--- config.mk ---
export PLATFORM = sky130hd
export DESIGN_NAME = branch_resolve
export DESIGN_NICKNAME = d
export VERILOG_FILES = /design/src/rtl/bru_pkg.sv /design/src/rtl/bru_decode.sv /design/src/rtl/bru_cond.sv /design/src/rtl/bru_target.sv /design/src/rtl/branch_resolve.sv
export SDC_FILE = /design/constraint.sdc
export NUM_CORES = 1
export LEC_CHECK = 0
export BUFFER_PORTS_ARGS = -buffer_cell sky130_fd_sc_hd__buf_4
export CAP_MARGIN = 20
export CORE_AREA = 2 2 145 147
export DETAILED_ROUTE_END_ITERATION = 12
export DIE_AREA = 0 0 147 149
export PLACE_DENSITY = 0.67
export SLEW_MARGIN = 10
export SYNTH_ARGS = -nofsm -noshare
export SYNTH_HDL_FRONTEND = slang
export SYNTH_HIERARCHICAL = 1
export SYNTH_SLANG_ARGS = --single-unit
--- constraint.sdc ---
create_clock -name clk -period 1.36 [get_ports clk]
set_input_delay 0.204 -clock clk [delete_from_list [all_inputs] [get_ports clk]]
set_output_delay 0.204 -clock clk [all_outputs]
set_load 0.03 [all_outputs]
--- src/rtl/bru_pkg.sv ---
package bru_pkg;

  typedef enum logic [2:0] {
    FORM_NONE   = 3'd0,
    FORM_ZERO   = 3'd1,
    FORM_SCONST = 3'd2,
    FORM_UCONST = 3'd3,
    FORM_REG    = 3'd4
  } form_e;

  // signed-compare constant set
  function automatic logic [31:0] signed_const(input logic [3:0] idx);
    logic [31:0] v;
    case (idx)
      4'd0:    v = 32'hFFFF_FFFF;
      4'd9:    v = 32'd10;
      4'd10:   v = 32'd12;
      4'd11:   v = 32'd16;
      4'd12:   v = 32'd32;
      4'd13:   v = 32'd64;
      4'd14:   v = 32'd128;
      4'd15:   v = 32'd256;
      default: v = {28'd0, idx};
    endcase
    return v;
  endfunction

  // unsigned-compare constant set: differs only in the first two slots
  function automatic logic [31:0] unsigned_const(input logic [3:0] idx);
    logic [31:0] v;
    case (idx)
      4'd0:    v = 32'd32768;
      4'd1:    v = 32'd65536;
      default: v = signed_const(idx);
    endcase
    return v;
  endfunction

endpackage

--- src/rtl/bru_decode.sv ---
module bru_decode
  import bru_pkg::*;
#(
  parameter int PC_W = 32
) (
  input  logic [7:0]      b0,
  input  logic [7:0]      b1,
  input  logic [7:0]      b2,
  output form_e           form,
  output logic [1:0]      mode,
  output logic [3:0]      func,
  output logic [3:0]      tfield,
  output logic [PC_W-1:0] offset,
  output logic            unsupported
);

  localparam int EXT12 = PC_W - 12;
  localparam int EXT8  = PC_W - 8;

  logic [3:0] major;
  logic [1:0] group;
  logic       unused_sreg_field;

  assign major  = b0[7:4];
  assign group  = b0[3:2];
  assign mode   = b0[1:0];
  assign tfield = b0[3:0];
  assign func   = b1[3:0];
  // register specifier nibble: operands arrive on ports
  assign unused_sreg_field = ^b1[7:4];

  always_comb begin
    form = FORM_NONE;
    if (major == 4'd6) begin
      case (group)
        2'd1:    form = FORM_ZERO;
        2'd2:    form = FORM_SCONST;
        2'd3:    form = mode[1] ? FORM_UCONST : FORM_NONE;
        default: form = FORM_NONE;
      endcase
    end else if (major == 4'd7) begin
      form = FORM_REG;
    end
  end

  assign unsupported = (form == FORM_NONE);

  always_comb begin
    if (form == FORM_ZERO)
      offset = {{EXT12{b1[3]}}, b1[3:0], b2};
    else
      offset = {{EXT8{b2[7]}}, b2};
  end

endmodule

--- src/rtl/bru_cond.sv ---
module bru_cond
  import bru_pkg::*;
#(
  parameter int DATA_W = 32
) (
  input  form_e             form,
  input  logic [1:0]        mode,
  input  logic [3:0]        func,
  input  logic [3:0]        tfield,
  input  logic [DATA_W-1:0] s_val,
  input  logic [DATA_W-1:0] t_val,
  output logic              cond
);

  localparam int IDX_W = $clog2(DATA_W);

  logic [DATA_W-1:0] imm_rhs;
  logic              imm_eq;
  logic              imm_lt;
  logic              imm_ltu;
  logic              reg_base;
  logic [IDX_W-1:0]  reg_bit_idx;
  logic [IDX_W-1:0]  imm_bit_idx;

  always_comb begin
    case (form)
      FORM_SCONST: imm_rhs = DATA_W'(signed_const(func));
      FORM_UCONST: imm_rhs = DATA_W'(unsigned_const(func));
      default:     imm_rhs = '0;
    endcase
  end

  assign imm_eq  = (s_val == imm_rhs);
  assign imm_lt  = ($signed(s_val) < $signed(imm_rhs));
  assign imm_ltu = (s_val < imm_rhs);

  assign reg_bit_idx = t_val[IDX_W-1:0];
  assign imm_bit_idx = IDX_W'({func[0], tfield});

  always_comb begin
    case (func[2:0])
      3'd0:    reg_base = ((s_val & t_val) == '0);
      3'd1:    reg_base = (s_val == t_val);
      3'd2:    reg_base = ($signed(s_val) < $signed(t_val));
      3'd3:    reg_base = (s_val < t_val);
      3'd4:    reg_base = ((s_val & t_val) == t_val);
      3'd5:    reg_base = ~s_val[reg_bit_idx];
      default: reg_base = ~s_val[imm_bit_idx];
    endcase
  end

  always_comb begin
    case (form)
      FORM_ZERO,
      FORM_SCONST: cond = (mode[1] ? imm_lt : imm_eq) ^ mode[0];
      FORM_UCONST: cond = imm_ltu ^ mode[0];
      FORM_REG:    cond = reg_base ^ func[3];
      default:     cond = 1'b0;
    endcase
  end

endmodule

--- src/rtl/bru_target.sv ---
module bru_target #(
  parameter int PC_W = 32
) (
  input  logic [PC_W-1:0] pc,
  input  logic [PC_W-1:0] offset,
  input  logic            take,
  output logic [PC_W-1:0] next_pc
);

  localparam logic [PC_W-1:0] SEQ_STEP = PC_W'(3);
  localparam logic [PC_W-1:0] TGT_BASE = PC_W'(4);

  logic [PC_W-1:0] seq_pc;
  logic [PC_W-1:0] tgt_pc;

  assign seq_pc  = pc + SEQ_STEP;
  assign tgt_pc  = pc + TGT_BASE + offset;
  assign next_pc = take ? tgt_pc : seq_pc;

endmodule

--- src/rtl/branch_resolve.sv ---
module branch_resolve
  import bru_pkg::*;
#(
  parameter int PC_W   = 32,
  parameter int DATA_W = 32
) (
  input  logic              clk,
  input  logic              rst_n,
  input  logic              in_valid,
  input  logic [7:0]        in_b0,
  input  logic [7:0]        in_b1,
  input  logic [7:0]        in_b2,
  input  logic [PC_W-1:0]   in_pc,
  input  logic [DATA_W-1:0] in_s_val,
  input  logic [DATA_W-1:0] in_t_val,
  output logic              out_valid,
  output logic              out_taken,
  output logic              out_unsupported,
  output logic [PC_W-1:0]   out_next_pc
);

  // reset synchronizer: asserts at once, releases on the clock
  logic rst_meta_q, rst_sync_n;
  always_ff @(posedge clk or negedge rst_n) begin
    if (!rst_n) begin
      rst_meta_q <= 1'b0;
      rst_sync_n <= 1'b0;
    end else begin
      rst_meta_q <= 1'b1;
      rst_sync_n <= rst_meta_q;
    end
  end

  form_e           form;
  logic [1:0]      mode;
  logic [3:0]      func;
  logic [3:0]      tfield;
  logic [PC_W-1:0] offset;
  logic            unsup_c;
  logic            cond_c;
  logic            take_c;
  logic [PC_W-1:0] next_pc_c;

  bru_decode #(.PC_W(PC_W)) u_decode (
    .b0(in_b0), .b1(in_b1), .b2(in_b2),
    .form(form), .mode(mode), .func(func), .tfield(tfield),
    .offset(offset), .unsupported(unsup_c)
  );

  bru_cond #(.DATA_W(DATA_W)) u_cond (
    .form(form), .mode(mode), .func(func), .tfield(tfield),
    .s_val(in_s_val), .t_val(in_t_val), .cond(cond_c)
  );

  assign take_c = cond_c & ~unsup_c;

  bru_target #(.PC_W(PC_W)) u_target (
    .pc(in_pc), .offset(offset), .take(take_c), .next_pc(next_pc_c)
  );

  // next-state
  logic            valid_d, taken_d, unsup_d;
  logic [PC_W-1:0] npc_d;
  logic            valid_q, taken_q, unsup_q;
  logic [PC_W-1:0] npc_q;

  always_comb begin
    valid_d = in_valid;
    taken_d = taken_q;
    unsup_d = unsup_q;
    npc_d   = npc_q;
    if (in_valid) begin
      taken_d = take_c;
      unsup_d = unsup_c;
      npc_d   = next_pc_c;
    end
  end

  always_ff @(posedge clk or negedge rst_sync_n) begin
    if (!rst_sync_n) begin
      valid_q <= 1'b0;
      taken_q <= 1'b0;
      unsup_q <= 1'b0;
      npc_q   <= '0;
    end else begin
      valid_q <= valid_d;
      taken_q <= taken_d;
      unsup_q <= unsup_d;
      npc_q   <= npc_d;
    end
  end

  assign out_valid       = valid_q;
  assign out_taken       = taken_q;
  assign out_unsupported = unsup_q;
  assign out_next_pc     = npc_q;

  AST_UNSUP_NOT_TAKEN: assert property (@(posedge clk) disable iff (!rst_sync_n)
    out_unsupported |-> !out_taken);

  AST_VALID_NEXT: assert property (@(posedge clk) disable iff (!rst_sync_n)
    in_valid |=> out_valid);

  AST_HOLD_IDLE: assert property (@(posedge clk) disable iff (!rst_sync_n)
    !in_valid |=> ($stable(out_taken) && $stable(out_next_pc) && $stable(out_unsupported)));

  AST_FALLTHRU: assert property (@(posedge clk) disable iff (!rst_sync_n)
    (in_valid && !take_c) |=> (out_next_pc == $past(in_pc) + PC_W'(3)));

endmodule

==> Flow_metrics.wiki, run 1 <==
{| class="wikitable"
! Metric !! Value
|-
| Critical path fanouts, max || 5
|-
| Number of nets in the layout || around 1.7k
|-
| Cell type with the largest total area after synthesis || ha_1
|-
| Endpoint required time on the critical path || 1580 ps
|-
| Deepest level of the CTS H-tree || 2
|-
| Wire length per cell after detailed routing || ~17 µm
|-
| Synthesis Warnings || 6
|-
| Area growth syn-to-layout || 47.2%
|-
| Overall power consumption || around 7000 µW
|-
| End point of the worst hold path || out_valid
|-
| Pin count of the biggest net entering global routing || 36
|-
| Netlist area before placement || ~8600 µm²
|-
| Logic depth of the worst register-to-register path || 1
|-
| Clock latency on the worst-skew pair || 290 ps
|-
| IR Drop Worst-Case VDD || roughly 0.48 mV
|-
| Layout filler cell count || 1792
|-
| Post-CTS clock slew at the launch and capture registers of the worst setup and hold paths || 60 ps
|-
| Top cells by count, synth || ha_1, inv_1, a21oi_1
|-
| Final worst path period share || 300%
|-
| Worst hold path cell count || 1
|-
| Antenna violations before repair || 0
|-
| Initial Utilization || between 40% and 50%
|-
| Async set-reset flop share out of synthesis || 100%
|-
| Top-area cell type share of the netlist area || a little over a quarter
|-
| Post-DP HPWL || between 20000 and 25000 µm
|-
| Leak Pwr || 0.00631 µW
|-
| Max Root-Sink Buffers || 2
|-
| Worst setup SP type || input port
|-
| Unrepaired setup endpoints after global routing || true
|-
| Max_slew headroom || ~57%
|-
| Final-report max-slew violation count || 0
|-
| Final setup violating endpoints || 33
|-
| Global placer's final weighted congestion || 0.932
|-
| Core outline area || between 20000 and 25000 µm²
|-
| Count of flip-flops with a built-in enable after synthesis || 0
|-
| Die extent in y || ~150 µm
|-
| Fraction of final layout cells with drive strength greater than 1 || just over 40%
|-
| Outcome || finished with violations
|-
| Post-layout utilization of the core || between 60 and 70%
|-
| CTS tree || built
|-
| Fmax || between 200 and 250 MHz
|-
| Final wirelength || approximately 28000 µm
|-
| Drt first pass iters || 5
|-
| Leading cell types by total area after synthesis || ha_1, dfrtp_1, mux2_4, a21oi_1, inv_1
|-
| Slack of the worst reg-to-reg path || about 560 ps
|-
| Hold Crit Class || in -> reg
|-
| Clock Skews || around 5.4 ps
|-
| Via count of the routed design || 9150
|-
| Number of global-route vias before repair || 9063
|-
| Average footprint of a synthesized cell || 8.38 µm²
|-
| Register cell area after layout || 926 µm²
|-
| Sink Count || 37
|-
| Violations in the final reports || negative setup slack
|-
| Worst min-delay path startpoint || in_valid
|-
| Number of primary I/O pins || 158
|-
| Input/output buffers || 153
|-
| Total area of multi-input combinational cells || approximately 7300 µm²
|-
| Tightest Pin Transition || around 640 ps
|-
| Total power density per cell area || 551 nW/µm²
|-
| Number of different library cells in the post-synthesis netlist || 79
|-
| Setup WS pre-CTS || -3100 ps
|-
| First-pass GRT wire length || around 44000 µm
|-
| Hold Vio Cnt, Final || 0
|-
| Overall track demand over capacity in global routing || ~25%
|-
| Kind of critical path || in -> reg
|-
| Min cycle time layout || 4090 ps
|-
| Max-cap viol count || 0
|-
| Remaining Overflow, GRT || 0
|-
| Residual antenna-violating net count after detailed routing || 0
|-
| Initial detailed-routing violation count || about 340
|-
| Post-detailed-route via-to-cell ratio || around 5.4
|-
| Reg-to-reg endpoint || out_next_pc[31]
|-
| Final setup slack of the worst path || -2730 ps
|-
| Type of destination of the critical path || flip-flop
|-
| Syn_nets || 1340
|-
| Top FF cell, synth || dfrtp_1
|-
| Worst reg2reg startpoint || out_next_pc[31]
|-
| Cell chosen for the clock root || clkbuf_16
|-
| Die Span X || about 150 µm
|-
| Final antenna diode count || 0
|-
| Sequential share of the synthesized area || between 10 and 15%
|-
| Critical path arrival || 4310 ps
|-
| Remaining DRCs || 0
|-
| Num rows || between 50 and 60
|-
| Number of flip-flops and latches in the synthesized netlist || 37
|-
| Number of standard cells after synthesis || 1027
|-
| Number of buffers created by CTS || 5
|-
| Die area || approximately 22000 µm²
|-
| Most instantiated library cell after synthesis || ha_1
|}
==> cell usage in the layout, fill, tap and decap left out, drive strengths merged, types with 7 or more instances in the layout <==
cell / Yosys / layout
a211oi: 7 / 7
a21o: 19 / 19
a21oi: 77 / 77
a31oi: 7 / 7
and2: 7 / 7
and3: 8 / 8
and4: 8 / 8
buf: 52 / 443
clkbuf: 24 / 8
dfrtp: 37 / 37
ha: 189 / 189
inv: 90 / 90
mux2: 35 / 35
mux2i: 10 / 10
mux4: 18 / 18
nand2: 66 / 66
nand3: 37 / 37
nand4: 32 / 32
nor2: 62 / 62
nor2b: 9 / 9
nor3: 30 / 30
nor4: 18 / 18
o21a: 8 / 8
o21ai: 35 / 35
o22ai: 9 / 9
or3: 9 / 9
xnor2: 29 / 29
xor2: 15 / 15
==> repair_timing <==
item,in CTS,in global routing
setup endpoints to repair,33,34
buffers inserted,8,14
hold buffers,1,0
gates cloned,3,1
resized for setup,26,55
endpoints found under the hold margin,2,0
pin swaps,9,8
==> registers in the layout (all words and copies together), names as in the netlist <==
register / count
out_next_pc: 32
out_taken: 1
out_unsupported: 1
out_valid: 1
rst_meta_q: 1
rst_sync_n: 1
==> worst max path at each step <==
stage          startpoint         endpoint  depth (start not counted)
3_5_place_dp     in_b0[4]  out_next_pc[31]                         22
3_3_place_gp     in_b0[4]  out_next_pc[28]                         21
6_report         in_b0[4]  out_next_pc[31]                         21
2_1_floorplan    in_b0[4]  out_next_pc[28]                         20
5_1_grt          in_b0[4]  out_next_pc[31]                         22
4_1_cts          in_b0[4]  out_next_pc[28]                         20
==> cell type report <==
| cell class | count | area share, % |
|---|---|---|
| Multi-Input combinational cell | 823 | 57.5 |
| Timing Repair Buffer | 446 | 28.4 |
| Sequential cell | 37 | 7.31 |
| Tap cell | 275 | 2.72 |
| Inverter | 91 | 2.71 |
| Clock buffer | 7 | 1.13 |
| Clock inverter | 1 | 0.237 |
==> where the power goes <==
part	leakage [µW]	switching, µW	internal, µW	total (µW)
Combinational	0.00579	2110	2160	4270
Clock	0.0000841	495	918	1410
Sequential	0.000432	76.3	1220	1290
==> stage by stage <==
stage / setup TNS [ps] / area [µm²] / hold WS, ps / cells
after floorplan: -90280 / 8870 / -91.6 / 1027
after global placement: -93680 / 11900 / -13.7 / 1651
after detailed placement: -95390 / 11900 / -13.4 / 1651
after CTS: -82350 / 12400 / 66.4 / 1669
after global routing: -87100 / 12700 / 64.8 / 1680
final: -83150 / 12700 / 71.2 / 1680
==> critical path, stage by stage <==
cell       delay (ps)
buf_6              90
and4bb_4          350
and3_4            180
nor2b_4           160
nand3_4           180
buf_16            210
ha_4              260
nand4_1           170
nor4_2            340
buf_4             180
o2bb2ai_4         110
o221ai_2          110
o21a_1            200
o41ai_2           270
nor2b_4           250
inv_2              80
or3_4             400
a21oi_2           180
a311oi_2           60
o211ai_1          130
mux2_2            180
==> routing by layer <==
metal | GRT usage [%] | share of wire [%] | up-vias
li1 | - | - | 4483
met1 | 31.0 | 43 | 4314
met2 | 46.0 | 50 | 305
met3 | 2.05 | 5.0 | 48
met4 | 6.92 | 2.3 | 0
met5 | 0 | 0 | -
==> cells by family after synthesis <==
| kind of cell | share of synthesized area [%] |
|---|---|
| fa+ha+maj | 27.7 |
| other cells | 0.0436 |
| xor+xnor | 4.48 |
| compound gates | 16.1 |
| flops | 10.8 |
| buf+inv | 9.83 |
| mux | 12.1 |
| simple gates | 19.0 |
(Power assumes the default switching activity.)
==> run 2: changes to the inputs <==
CTS_BUF_LIST = sky130_fd_sc_hd__clkbuf_4   (was unset)
==> run 2 against run 1 <==
Hold slack improved by 70 ps. Sequential power barely moved. Final cell count fell by 0.18%. Total power fell by 8.9%. Routed wire length fell by 2.0%. Register-to-register slack got worse by 40 ps. Critical path depth did not move. Die area did not move. Worst setup slack improved by 140 ps. First-iteration DRC count rose by 44%. Count of clock-buffer cells in the layout fell by 1. Critical endpoint unchanged. Sequential share of layout area rose by 0.14 points. The flow still finishes with violations (negative setup slack).
==> Flow_metrics.wiki, run 2 (same netlist as run 1, synthesis figures left out) <==
{| class="wikitable"
! Metric !! Value
|-
| WHS || 141 ps (was 71.2 ps)
|-
| Num rows || 53 (unchanged)
|-
| Core outline area || 20600 µm² (unchanged)
|-
| Outcome || finished with violations (unchanged)
|-
| Number of primary I/O pins || 158 (unchanged)
|-
| CTS tree || built (unchanged)
|-
| Input/output buffers || 153 (unchanged)
|-
| Type of destination of the critical path || flip-flop (unchanged)
|-
| DP Cell Count || 1651 (unchanged)
|-
| Final setup slack of the worst path || -2580 ps (was -2730 ps)
|-
| Initial detailed-routing violation count || 492 (was 341)
|-
| Max FFs per register || 32 (unchanged)
|-
| Hold Crit Class || in -> async (was in -> reg)
|-
| Clock Skews || 5.29 ps (was 5.41 ps)
|-
| Die extent in y || 149 µm (unchanged)
|-
| Area growth syn-to-layout || 44.4% (was 47.2%)
|-
| Fmax || 254 MHz (was 245 MHz)
|-
| Leading cell type in the layout, fill and taps excluded || buf_4 (unchanged)
|-
| Die Span X || 147 µm (unchanged)
|-
| Number of nets in the layout || 1712 (was 1717)
|-
| Antenna violations before repair || 2 (was 0)
|-
| Part of the total power dissipated in sequential elements || 20.3% (was 18.5%)
|-
| Critical path fanouts, max || 6 (was 5)
|-
| Clock latency on the worst-skew pair || 370 ps (was 290 ps)
|-
| Switching component of the power || 2590 µW (was 2680 µW)
|-
| Max Root-Sink Buffers || 2 (unchanged)
|-
| Number of buffers created by CTS || 5 (unchanged)
|-
| Area after detailed placement || 11900 µm² (unchanged)
|-
| Pin count of the biggest net entering global routing || 36 (unchanged)
|-
| Final wirelength || 27500 µm (was 28100 µm)
|-
| Final worst path period share || 290% (was 300%)
|-
| Global placer's final weighted congestion || 0.932 (unchanged)
|-
| Share of total power in the clock network || 13.3% (was 20.3%)
|-
| Combinational share of power || 66.4% (was 61.2%)
|-
| Sink Count || 37 (unchanged)
|-
| Min cycle time layout || 3940 ps (was 4090 ps)
|-
| Worst setup SP type || input port (unchanged)
|-
| Max-cap viol count || 0 (unchanged)
|-
| Post-CTS clock slew at the launch and capture registers of the worst setup and hold paths || 130 ps (was 60 ps)
|-
| IR Drop Worst-Case VDD || 0.494 mV (was 0.479 mV)
|-
| Remaining DRCs || 0 (unchanged)
|-
| Endpoint required time on the critical path || 1680 ps (was 1580 ps)
|-
| Wire length per cell after detailed routing || 16.4 µm (was 16.7 µm)
|-
| Kind of critical path || in -> reg (unchanged)
|-
| Die area || 21900 µm² (unchanged)
|-
| Number of global-route vias before repair || 9065 (was 9063)
|-
| Cell chosen for the clock root || clkbuf_4 (was clkbuf_16)
|-
| Logic depth of the worst register-to-register path || 1 (unchanged)
|-
| Violations in the final reports || negative setup slack (unchanged)
|-
| Final-report max-slew violation count || 0 (unchanged)
|-
| Initial Utilization || 41.8% (unchanged)
|-
| First-pass GRT wire length || 44200 µm (was 44300 µm)
|-
| Total power density per cell area || 511 nW/µm² (was 551 nW/µm²)
|-
| Via count of the routed design || 9011 (was 9150)
|-
| Residual antenna-violating net count after detailed routing || 0 (unchanged)
|-
| Deepest level of the CTS H-tree || 2 (unchanged)
|-
| Hold Vio Cnt, Final || 0 (unchanged)
|-
| Switch share || 40.8% (was 38.4%)
|-
| Tightest Pin Transition || 561 ps (was 637 ps)
|-
| Finished Layout Cells || 1677 (was 1680)
|-
| Max_slew headroom || 62.3% (was 57.3%)
|-
| Final design area excluding fillers || 12400 µm² (was 12700 µm²)
|-
| Power Internal || 3760 µW (was 4300 µW)
|-
| Remaining Overflow, GRT || 0 (unchanged)
|-
| Leak Pwr || 0.00621 µW (was 0.00631 µW)
|-
| Top library cells by usage in the layout, fill and taps aside || buf_4, ha_1, inv_1, a21oi_1, nand2_1 (unchanged)
|-
| Drt first pass iters || 5 (unchanged)
|-
| Unrepaired setup endpoints after global routing || true (unchanged)
|-
| Critical path arrival || 4260 ps (was 4310 ps)
|-
| Overall track demand over capacity in global routing || 24.8% (was 24.9%)
|-
| Final setup violating endpoints || 33 (unchanged)
|-
| Fraction of final layout cells with drive strength greater than 1 || 39.9% (was 41.1%)
|-
| Overall power consumption || 6350 µW (was 6970 µW)
|-
| Post-detailed-route via-to-cell ratio || 5.37 (was 5.45)
|-
| Layout filler cell count || 1831 (was 1792)
|-
| Post-DP HPWL || 22800 µm (unchanged)
|-
| Setup WS pre-CTS || -3100 ps (unchanged)
|}
## run 2: power by group through the flow
stage	registers, µW	clock network (µW)	logic [µW]
global placement	1310	0	4020
CTS	1290	850	4150
global route	1310	899	4600
detailed placement	1310	0	4080
floorplan	1540	0	1980
finish	1290	842	4220
## run 2: path summary, 6_finish.rpt
check,start,end,slack (ps)
setup / recovery,in_b0[4],out_next_pc[31],-2580
hold / removal,rst_n,rst_meta_q,140
max in group asynchronous,rst_sync_n,out_next_pc[3],700
min in group clk,in_pc[0],out_next_pc[0],300
hold reg to reg,rst_sync_n,out_valid,310
setup reg to reg,out_next_pc[31],out_next_pc[31],520
## run 2: worst max-delay path, stage by stage
cell and delay, ps:
buf_6 90, and4bb_4 340, and3_4 180, nor2b_4 160, nand3_4 160, buf_12 200, ha_4 260, nand4_1 160
nor4_2 330, buf_4 180, o2bb2ai_4 110, o221ai_2 110, o21a_1 200, o41ai_2 270, nor2b_4 250, inv_2 80
or3_4 400, a21oi_2 160, a311oi_2 60, o211ai_1 120, mux2_2 190
## run 2: routing by layer
metal,up-vias,wire (µm),GRT usage [%]
met5,-,0,0
met4,0,826,7.50
met3,67,1360,2.35
met2,279,13400,45.7
met1,4190,11900,30.8
li1,4475,-,-
## run 2: area by class of cell
type / instances / area (µm²) / area share [%]
inverters: 91 / 343 / 2.76
clock inverters: 2 / 33.8 / 0.272
well taps: 275 / 344 / 2.77
diodes: 2 / 5.00 / 0.0403
repair buffers: 441 / 3510 / 28.3
flip-flops and latches: 37 / 926 / 7.45
multi-input cells: 823 / 7210 / 58.1
clock buffers: 6 / 45.0 / 0.363
## run 2: repair_timing
item,in CTS,in global routing
hold buffers,2,0
setup buffers,8,4
gates resized for setup,26,28
endpoints found under the hold margin,3,0
pin swaps,9,5
endpoints found under the setup margin,33,33
cloned,3,1
## run 2: metrics by stage
| step | utilization [%] | TNS (ps) |
|---|---|---|
| after floorplan | - | -90280 |
| after global placement | 58.0 | -93680 |
| after detailed placement | 58.0 | -95390 |
| after CTS | 59.7 | -79050 |
| after global routing | 60.4 | -82690 |
| final | 60.4 | -78390 |
==> run 3: changes to the inputs <==
BUFFER_PORTS_ARGS = -buffer_cell sky130_fd_sc_hd__buf_2   (was -buffer_cell sky130_fd_sc_hd__buf_4)
==> run 3 against run 2 <==
The run still ends with negative setup slack left. Clock power about the same. Global-route usage fell by 0.99 points. Design area decreased by 1.5%. Final cell count up 0.95%. Sequential share of layout area up 0.12 points. Sequential cell count unchanged.
==> Flow_metrics.wiki, run 3 (same netlist as run 1, synthesis figures left out) <==
{| class="wikitable"
! Metric !! Value
|-
| Wire length per cell after detailed routing || 15.9 µm (was 16.4 µm)
|-
| Kind of critical path || in -> reg (unchanged)
|-
| Setup WS pre-CTS || -3120 ps (was -3100 ps)
|-
| Layout filler cell count || 1858 (was 1831)
|-
| Die extent in y || 149 µm (unchanged)
|-
| Via count of the routed design || 9035 (was 9011)
|-
| Remaining DRCs || 0 (unchanged)
|-
| Final-report max-slew violation count || 0 (unchanged)
|-
| Type of destination of the critical path || flip-flop (unchanged)
|-
| Tightest Pin Transition || 612 ps (was 561 ps)
|-
| Final setup violating endpoints || 33 (unchanged)
|-
| Top library cells by usage in the layout, fill and taps aside || buf_4, ha_1, buf_2, inv_1, a21oi_1 (was buf_4, ha_1, inv_1, a21oi_1, nand2_1)
|-
| Pin count of the biggest net entering global routing || 36 (unchanged)
|-
| Max FFs per register || 32 (unchanged)
|-
| Wire length on met2 || 13300 µm (was 13400 µm)
|-
| Endpoint required time on the critical path || 1640 ps (was 1680 ps)
|-
| Highest metal layer used by the detailed router || met4 (unchanged)
|-
| Leading cell type in the layout, fill and taps excluded || buf_4 (unchanged)
|-
| Drt first pass iters || 5 (unchanged)
|-
| Outcome || finished with violations (unchanged)
|-
| Max Root-Sink Buffers || 2 (unchanged)
|-
| Met3 wirelength from detailed routing || 1220 µm (was 1360 µm)
|-
| Hold Crit Class || in -> async (unchanged)
|-
| Fmax || 247 MHz (was 254 MHz)
|-
| Share of total power in the clock network || 13.5% (was 13.3%)
|-
| Worst setup SP type || input port (unchanged)
|-
| Fraction of final layout cells with drive strength greater than 1 || 41.4% (was 39.9%)
|-
| Logic depth of the worst register-to-register path || 1 (unchanged)
|-
| Total area of multi-input combinational cells || 7290 µm² (was 7210 µm²)
|-
| Max-cap viol count || 0 (unchanged)
|-
| Power Internal || 3610 µW (was 3760 µW)
|-
| Final worst path period share || 298% (was 290%)
|-
| IR Drop Worst-Case VDD || 0.459 mV (was 0.494 mV)
|-
| Number of primary I/O pins || 158 (unchanged)
|-
| Input/output buffers || 153 (unchanged)
|-
| Remaining Overflow, GRT || 0 (unchanged)
|-
| Met1 layer wirelength in the final routing || 11700 µm (was 11900 µm)
|-
| Min cycle time layout || 4050 ps (was 3940 ps)
|-
| Die area || 21900 µm² (unchanged)
|-
| Number of nets in the layout || 1729 (was 1712)
|-
| Total power density per cell area || 509 nW/µm² (was 511 nW/µm²)
|-
| Post-CTS clock slew at the launch and capture registers of the worst setup and hold paths || 130 ps (about the same)
|-
| Critical path fanouts, max || 10 (was 6)
|-
| Deepest level of the CTS H-tree || 2 (unchanged)
|-
| Finished Layout Cells || 1693 (was 1677)
|-
| Residual antenna-violating net count after detailed routing || 0 (unchanged)
|-
| Num rows || 53 (unchanged)
|-
| Unrepaired setup endpoints after global routing || true (unchanged)
|-
| Post-layout utilization of the core || 59.5% (was 60.4%)
|-
| Clock Skews || 15.7 ps (was 5.29 ps)
|-
| Final setup slack of the worst path || -2690 ps (was -2580 ps)
|-
| Core outline area || 20600 µm² (unchanged)
|-
| Cell chosen for the clock root || clkbuf_4 (unchanged)
|-
| Area growth syn-to-layout || 42.2% (was 44.4%)
|-
| CTS tree || built (unchanged)
|-
| Number of buffers created by CTS || 5 (unchanged)
|-
| Violations in the final reports || negative setup slack (unchanged)
|-
| First-pass GRT wire length || 43100 µm (was 44200 µm)
|-
| Clock latency on the worst-skew pair || 400 ps (was 370 ps)
|-
| Initial Utilization || 41.8% (unchanged)
|-
| Global placer's final weighted congestion || 0.931 (was 0.932)
|-
| Antenna violations before repair || 1 (was 2)
|-
| Sink Count || 37 (unchanged)
|-
| DP Cell Count || 1669 (was 1651)
|-
| Max_slew headroom || 58.9% (was 62.3%)
|-
| Die Span X || 147 µm (unchanged)
|-
| Number of global-route vias before repair || 9031 (was 9065)
|-
| Final wirelength || 26900 µm (was 27500 µm)
|-
| Post-DP HPWL || 22200 µm (was 22800 µm)
|-
| Register cell area after layout || 926 µm² (unchanged)
|-
| Part of the total power dissipated in sequential elements || 20.7% (was 20.3%)
|-
| WHS || 114 ps (was 141 ps)
|-
| Leak Pwr || 0.00617 µW (was 0.00621 µW)
|-
| Critical path arrival || 4330 ps (was 4260 ps)
|-
| Post-detailed-route via-to-cell ratio || 5.34 (was 5.37)
|-
| Switching component of the power || 2620 µW (was 2590 µW)
|-
| Switch share || 42.0% (was 40.8%)
|-
| Combinational share of power || 65.8% (was 66.4%)
|-
| Hold Vio Cnt, Final || 0 (unchanged)
|-
| Initial detailed-routing violation count || 394 (was 492)
|-
| Overall track demand over capacity in global routing || 23.9% (was 24.8%)
|}
[run 3: final cells by class]
cell class / count / area share [%]
flip-flops and latches: 37 / 7.57
well taps: 275 / 2.81
inverters: 91 / 2.80
clock buffers: 5 / 0.307
repair buffers: 458 / 26.5
diodes: 1 / 0.0205
clock inverters: 3 / 0.338
multi-input cells: 823 / 59.6
[run 3: power by group through the flow]
stage / sequential, µW / combinational [µW] / clock [µW]
2_1_floorplan: 1540 / 1980 / 0
3_3_place_gp: 1310 / 3880 / 0
3_5_place_dp: 1300 / 3950 / 0
4_1_cts: 1290 / 4000 / 871
5_1_grt: 1300 / 4490 / 898
6_report: 1290 / 4100 / 844
[run 3: through the flow]
stage	area (µm²)	power [µW]	TNS, ps
floorplan	8870	3520	-90280
global placement	11700	5180	-93150
detailed placement	11700	5250	-96550
CTS	11900	6150	-76300
global route	12200	6690	-87480
finish	12200	6230	-80630
[run 3: worst max-delay path, cell delays in order]
cell and delay [ps]:
buf_6 90, and4bb_4 350, nand2_2 60, a21oi_2 90, buf_4 140, buf_4 120, nor3_1 40, a31oi_1 140
o22ai_1 100, nand2_1 110, ha_4 210, nor2b_1 130, o211ai_1 200, a21oi_1 110, a211oi_2 350, o2bb2ai_4 110
nor2_1 190, o21a_1 170, o41ai_2 80, nor2b_4 150, buf_6 140, buf_12 130, nand3_1 130, a21oi_2 80
a311oi_2 280, o211ai_1 140, mux2_2 290
[run 3: worst paths after layout]
kind	start	endpoint	slack [ps]
worst max-delay path	in_b0[4]	out_next_pc[31]	-2690
worst min-delay path	rst_n	rst_sync_n	110
worst max register to register	out_next_pc[27]	out_next_pc[27]	540
worst min register to register	rst_sync_n	out_next_pc[25]	290
max in group asynchronous	rst_sync_n	out_next_pc[10]	680
min in group clk	in_valid	out_valid	160
[run 3: timing repair]
item,CTS,global route
cloned,1,0
pin swaps,2,17
setup buffers,2,13
endpoints found under the hold margin,2,0
setup endpoints to repair,33,33
resized for setup,18,51
hold buffers,1,0
[run 3: layer usage]
layer	track usage, %	vias up
li1	-	4489
met1	29.8	4246
met2	43.9	257
met3	1.83	43
met4	7.16	0
met5	0	-
